$ cat src/rtl/pbc_pkg.sv
package pbc_pkg;

  typedef enum logic [1:0] {
    MODE_SLEEP = 2'd0,
    MODE_START = 2'd1,
    MODE_CHECK = 2'd2,
    MODE_RECV  = 2'd3
  } pbcMode_e;

  // control -> datapath
  typedef struct packed {
    logic startClr;
    logic startRun;
    logic checkClr;
    logic checkRun;
  } pbcStrobe_t;

  // datapath -> control
  typedef struct packed {
    logic startDone;
    logic failNow;
    logic passDone;
  } pbcStatus_t;

endpackage

$ cat src/rtl/pbc_datapath.sv
module pbc_datapath
  import pbc_pkg::*;
#(
  parameter int CNT_W         = 6,
  parameter int BIT_W         = 4,
  parameter int STARTUP_TICKS = 7
) (
  input  logic             clk,
  input  logic             rstN,
  input  logic             tickEn,
  input  logic             demodIn,
  input  logic [CNT_W-1:0] limMin,
  input  logic [CNT_W-1:0] limMax,
  input  logic [BIT_W-1:0] bitNeed,
  input  pbcStrobe_t       strb,
  output pbcStatus_t       stat
);

  localparam int ST_W = (STARTUP_TICKS > 1) ? $clog2(STARTUP_TICKS) : 1;
  localparam logic [ST_W-1:0]  ST_LAST = ST_W'(STARTUP_TICKS - 1);
  localparam logic [CNT_W-1:0] CNT_TOP = '1;
  localparam logic [BIT_W-1:0] GOOD_TOP = '1;
  localparam logic [CNT_W-1:0] CNT_ONE = CNT_W'(1);

  logic             prevSample;
  logic             edgeSeen;
  logic [ST_W-1:0]  startCnt;
  logic [CNT_W-1:0] intCnt;
  logic [CNT_W:0]   intCntInc;
  logic [BIT_W:0]   goodInc;
  logic [BIT_W-1:0] goodCnt;
  logic             armed;
  logic             goodEdge;
  logic             shortEdge;
  logic             timeOut;

  // sampler: demodulated bit is only looked at on a tick
  always_ff @(posedge clk or negedge rstN) begin
    if (!rstN)       prevSample <= 1'b0;
    else if (tickEn) prevSample <= demodIn;
  end

  assign edgeSeen = tickEn && (demodIn != prevSample);

  // start-up tick counter
  always_ff @(posedge clk or negedge rstN) begin
    if (!rstN)                          startCnt <= '0;
    else if (strb.startClr)             startCnt <= '0;
    else if (strb.startRun && tickEn)   startCnt <= startCnt + 1'b1;
  end

  // interval counter, restarts at one on every edge, saturates at top
  always_ff @(posedge clk or negedge rstN) begin
    if (!rstN)                 intCnt <= CNT_ONE;
    else if (strb.checkClr)    intCnt <= CNT_ONE;
    else if (strb.checkRun && tickEn) begin
      if (edgeSeen)            intCnt <= CNT_ONE;
      else if (intCnt != CNT_TOP) intCnt <= intCnt + 1'b1;
    end
  end

  always_ff @(posedge clk or negedge rstN) begin
    if (!rstN)                          armed <= 1'b0;
    else if (strb.checkClr)             armed <= 1'b0;
    else if (strb.checkRun && edgeSeen) armed <= 1'b1;
  end

  always_ff @(posedge clk or negedge rstN) begin
    if (!rstN)                            goodCnt <= '0;
    else if (strb.checkClr)               goodCnt <= '0;
    else if (goodEdge && goodCnt != GOOD_TOP) goodCnt <= goodCnt + 1'b1;
  end

  always_comb begin
    intCntInc = {1'b0, intCnt} + 1'b1;
    goodInc   = {1'b0, goodCnt} + 1'b1;
    goodEdge  = strb.checkRun && edgeSeen && armed && (intCnt >= limMin);
    shortEdge = strb.checkRun && edgeSeen && armed && (intCnt < limMin);
    timeOut   = strb.checkRun && tickEn && !edgeSeen && (intCntInc >= {1'b0, limMax});
  end

  always_comb begin
    stat.startDone = strb.startRun && tickEn && (startCnt == ST_LAST);
    stat.failNow   = shortEdge || timeOut;
    stat.passDone  = goodEdge && (goodInc >= {1'b0, bitNeed});
  end

endmodule

$ cat src/rtl/pbc_control.sv
module pbc_control
  import pbc_pkg::*;
(
  input  logic       clk,
  input  logic       rstN,
  input  logic       wakeStart,
  input  logic       pollCmd,
  input  pbcStatus_t stat,
  output pbcStrobe_t strb,
  output pbcMode_e   state,
  output logic       okPulse,
  output logic       failPulse
);

  pbcMode_e nextState;
  logic     okNext;
  logic     failNext;

  always_comb begin
    nextState     = state;
    okNext        = 1'b0;
    failNext      = 1'b0;
    strb.startRun = (state == MODE_START);
    strb.startClr = (state != MODE_START);
    strb.checkRun = (state == MODE_CHECK);
    strb.checkClr = (state != MODE_CHECK);
    case (state)
      MODE_SLEEP: if (wakeStart) nextState = MODE_START;
      MODE_START: if (stat.startDone) nextState = MODE_CHECK;
      MODE_CHECK: begin
        if (stat.failNow) begin
          nextState = MODE_SLEEP;
          failNext  = 1'b1;
        end else if (stat.passDone) begin
          nextState = MODE_RECV;
          okNext    = 1'b1;
        end
      end
      MODE_RECV:  if (pollCmd) nextState = MODE_SLEEP;
      default:    nextState = MODE_SLEEP;
    endcase
  end

  always_ff @(posedge clk or negedge rstN) begin
    if (!rstN) begin
      state     <= MODE_SLEEP;
      okPulse   <= 1'b0;
      failPulse <= 1'b0;
    end else begin
      state     <= nextState;
      okPulse   <= okNext;
      failPulse <= failNext;
    end
  end

endmodule

$ cat src/rtl/preamble_check.sv
module preamble_check
  import pbc_pkg::*;
#(
  parameter int CNT_W         = 6,
  parameter int BIT_W         = 4,
  parameter int STARTUP_TICKS = 7
) (
  input  logic             clk,
  input  logic             rstN,
  input  logic             tickEn,
  input  logic             demodIn,
  input  logic             wakeStart,
  input  logic             pollCmd,
  input  logic [CNT_W-1:0] limMin,
  input  logic [CNT_W-1:0] limMax,
  input  logic [BIT_W-1:0] bitNeed,
  output logic [1:0]       mode,
  output logic             okPulse,
  output logic             failPulse
);

  pbcStrobe_t strb;
  pbcStatus_t stat;
  pbcMode_e   state;

  pbc_datapath #(
    .CNT_W(CNT_W), .BIT_W(BIT_W), .STARTUP_TICKS(STARTUP_TICKS)
  ) dp_i (
    .clk(clk), .rstN(rstN), .tickEn(tickEn), .demodIn(demodIn),
    .limMin(limMin), .limMax(limMax), .bitNeed(bitNeed),
    .strb(strb), .stat(stat)
  );

  pbc_control ctl_i (
    .clk(clk), .rstN(rstN), .wakeStart(wakeStart), .pollCmd(pollCmd),
    .stat(stat), .strb(strb), .state(state),
    .okPulse(okPulse), .failPulse(failPulse)
  );

  assign mode = state;

endmodule

$ cat config.mk
export PLATFORM = sky130hd
export DESIGN_NAME = preamble_check
export DESIGN_NICKNAME = d
export VERILOG_FILES = /design/src/rtl/pbc_pkg.sv /design/src/rtl/pbc_datapath.sv /design/src/rtl/pbc_control.sv /design/src/rtl/preamble_check.sv
export SDC_FILE = /design/constraint.sdc
export NUM_CORES = 1
export LEC_CHECK = 0
export CAP_MARGIN = 10
export CORE_MARGIN = 2
export CORE_UTILIZATION = 47
export DETAILED_ROUTE_END_ITERATION = 16
export GPL_ROUTABILITY_DRIVEN = 0
export PLACE_DENSITY = 0.76
export SLEW_MARGIN = 20
export SYNTH_ARGS = -nofsm -noshare
export SYNTH_HDL_FRONTEND = slang
export SYNTH_HIERARCHICAL = 1
export SYNTH_SLANG_ARGS = --single-unit
$ cat constraint.sdc
create_clock -name clk -period 2.5 [get_ports clk]
set_clock_uncertainty 0.05 [all_clocks]
set_input_delay 0.625 -clock clk [delete_from_list [all_inputs] [get_ports clk]]
set_output_delay 0.625 -clock clk [all_outputs]
set_load 0.02 [all_outputs]
==> metrics <==
commonest non-fill, non-tap cell in the layout=clkdlybuf4s50_1; status=finished clean; hold_buf cts=0; Row Count=20; Tot Pwr=approximately 0.77 mW; Placed Cells=227; Synth warnings=6; synth unique cells=40; Switch Pwr=approximately 0.25 mW; number of global-route vias before repair=approximately 1,200; crit path buf inv count=0; Rel. slew slack=68.7%; CTS tree=done; setup_tns=0 ps; Worst path depth=10; sequential share of the synthesized area=between 30% and 40%; diodes inserted=0; GRT Residual Overflow=0; Area growth syn-to-layout=31.7%; Peak VDD IR=about 290 µV; period utilisation layout=a little over nine tenths; non-filler instance count after layout=232; cell count after synthesis=about 160; Yosys reg bits=19; Placeable Area=around 0.003 mm²; I/O pins=26; part of the power in registers=48.2%; met3 GRT Util=2.62%; slowest CP cell=dfstp_2; width of the die=59.4 µm; CTS Root Cell=clkbuf_4; number of synthesized flops with an enable pin=0; pre-CTS WS=-207 ps; hold_ws=490 ps; first-pass GRT wire length=roughly 5200 µm; Main synth FF type=dfrtp_1; Worst path max stage delay=580 ps; Worst Max-Slew Pin Slew=468 ps; Clk pwr share=21.4%; worst hold path type=flop to flop; critical path cell sequence=and3_1 -> nand3_1 -> xnor2_1 -> ha_1 -> nor2b_1 -> nor4_2 -> o22ai_1 -> nand3b_1 -> nand3_2 -> o31a_1; most frequent cells in the layout=clkdlybuf4s50_1, inv_1, ha_1; Worst setup SP type=flop; ranking of synthesized cells by area=dfrtp_1, ha_1, inv_1; met2 Use GR=around a third; RSZ-0062 raised after global routing=yes; antenna violations before repair=0; leakage power figure=0.912 nW; cell-internal power=0.514 mW; Max FO, Critical Path=3; vias per cell=5.26; WP data required=2690 ps; area share of the largest cell type after synthesis=31.2%; port bufs=25; DP HPWL=2500 µm; Synth Area per Inst=9.13 µm²; Max Root-Sink Buffers=2; die extent in y=59.4 µm; CP delay by family, top=simple AND/OR/NAND/NOR gates; cell taking the most area after synthesis=dfrtp_1; register clock-pin slew on the reported worst setup and hold paths=roughly 120 ps; Net Sw Frac=about a third; Final nets=242; FMAX=0.408 GHz; critical setup path kind=flop to flop; CTS Buf Count=3; Total Die Area=about 0.0035 mm²; FF-to-FF path depth=10; crit path time final=2450 ps; ratio of cells with drive above 1 in the final layout=19.6%; DR pass1 iterations=4; CTS Sinks=19; drt wl/cell=14.1 µm; Detailed Route WL=3280 µm; Hold Path Stages=2; Post-Syn Area=0.00144 mm²; P per Cell Area=between 400 and 500 mW/mm²; critical path arrival=roughly 2700 ps; # setup viols final=0; largest net degree at the start of global routing=20; starting density of the core=48.4%; Net Count, Synth=200; Routed Antenna Nets=0; MaxCap Viol Count=0; detailed-route via count=~1,200; DRC Markers=0; # H-tree levels=1; power share of the combinational group=30.4%; GRT Util Overall=19.6%; DRT iter0 DRCs=50; grt met1 use=roughly 23%; busiest layer in global routing=met2; crit path capture type=flop; post-route setup slack=46.4 ps; Slew Viols, Final=0; Async SR Flop Fraction=100%; Hold Fails Final Rpt=0; clk_lat worst skew=~300 ps
-- area by class of cell --
cell class | instances | area (µm²)
Clock inverter | 1 | 5.00
Sequential cell | 19 | 477
Timing Repair Buffer | 38 | 348
Tap cell | 33 | 41.3
Multi-Input combinational cell | 117 | 928
Inverter | 21 | 78.8
Clock buffer | 3 | 22.5
Fill cell | 251 | 1080
-- stage by stage --
step / instance area [µm²] / utilization (%)
floorplan: 1440 / -
global placement: 1820 / 61.1
detailed placement: 1820 / 61.1
CTS: 1860 / 62.5
global route: 1900 / 63.8
finish: 1900 / 63.8
-- registers in the layout, indices dropped and copies added (netlist names) --
| register | flops |
|---|---|
| dp_i/prevSample | 1 |
| ctl_i/okPulse | 1 |
| ctl_i/state | 2 |
| dp_i/startCnt | 3 |
| dp_i/armed | 1 |
| ctl_i/failPulse | 1 |
| dp_i/intCnt | 6 |
| dp_i/goodCnt | 4 |
-- Yosys cell counts, drive strengths merged, types with 2 or more instances --
library cell	instances
a21oi	8
a22o	4
and3	3
dfrtp	18
ha	20
inv	21
mux2	2
mux2i	2
nand2	8
nand2b	6
nand3	7
nor2	14
nor2b	5
nor3	3
nor3b	3
nor4	2
o21ai	8
o21bai	2
xnor2	5
xor2	4
-- routing by layer --
layer	vias to the layer above	part of all wire [%]
met5	-	0
li1	629	-
met3	6	2.9
met1	562	43
met4	0	2.1
met2	23	52
-- timing repair --
item	4_1_cts	5_1_grt
setup buffers	0	1
endpoints found under the hold margin	0	0
endpoints found under the setup margin	4	4
gates resized for setup	2	6
pin swaps	1	7
-- path summary, 6_finish.rpt --
check	from	endpoint	slack [ps]
worst max-delay path	dp_i/intCnt[0]	ctl_i/state[0]	50
worst min-delay path	dp_i/armed	dp_i/armed	490
worst max register to register	dp_i/intCnt[0]	ctl_i/state[0]	50
worst min register to register	dp_i/armed	dp_i/armed	490
max in group asynchronous	rstN	dp_i/intCnt[0]	1530
min in group asynchronous	rstN	ctl_i/failPulse	590
-- power groups by stage --
stage | Clock [mW] | Sequential [mW] | Combinational [mW]
CTS | 0.170 | 0.368 | 0.233
detailed placement | 0 | 0.375 | 0.231
finish | 0.164 | 0.369 | 0.233
global route | 0.180 | 0.373 | 0.266
global placement | 0 | 0.371 | 0.215
floorplan | 0 | 0.380 | 0.128
-- worst register-to-register path: stages (launching register included) --
cell	delay [ps]
dfstp_2	580
and3_1	160
nand3_1	130
xnor2_1	250
ha_1	290
nor2b_1	150
nor4_2	280
o22ai_1	120
nand3b_1	180
nand3_2	80
o31a_1	130
-- cell families after synthesis --
logic type | after synthesis | share of synthesized area, %
adders and majority gates | 20 | 17.3
AOI/OAI and AO/OA | 28 | 12.9
muxes | 4 | 2.95
DFF | 19 | 33.0
and+or+nand+nor | 56 | 22.6
xor gates and xnor gates | 9 | 5.46
buffers and inverters | 22 | 5.72
Note: power is estimated with default switching activity, not from simulation.
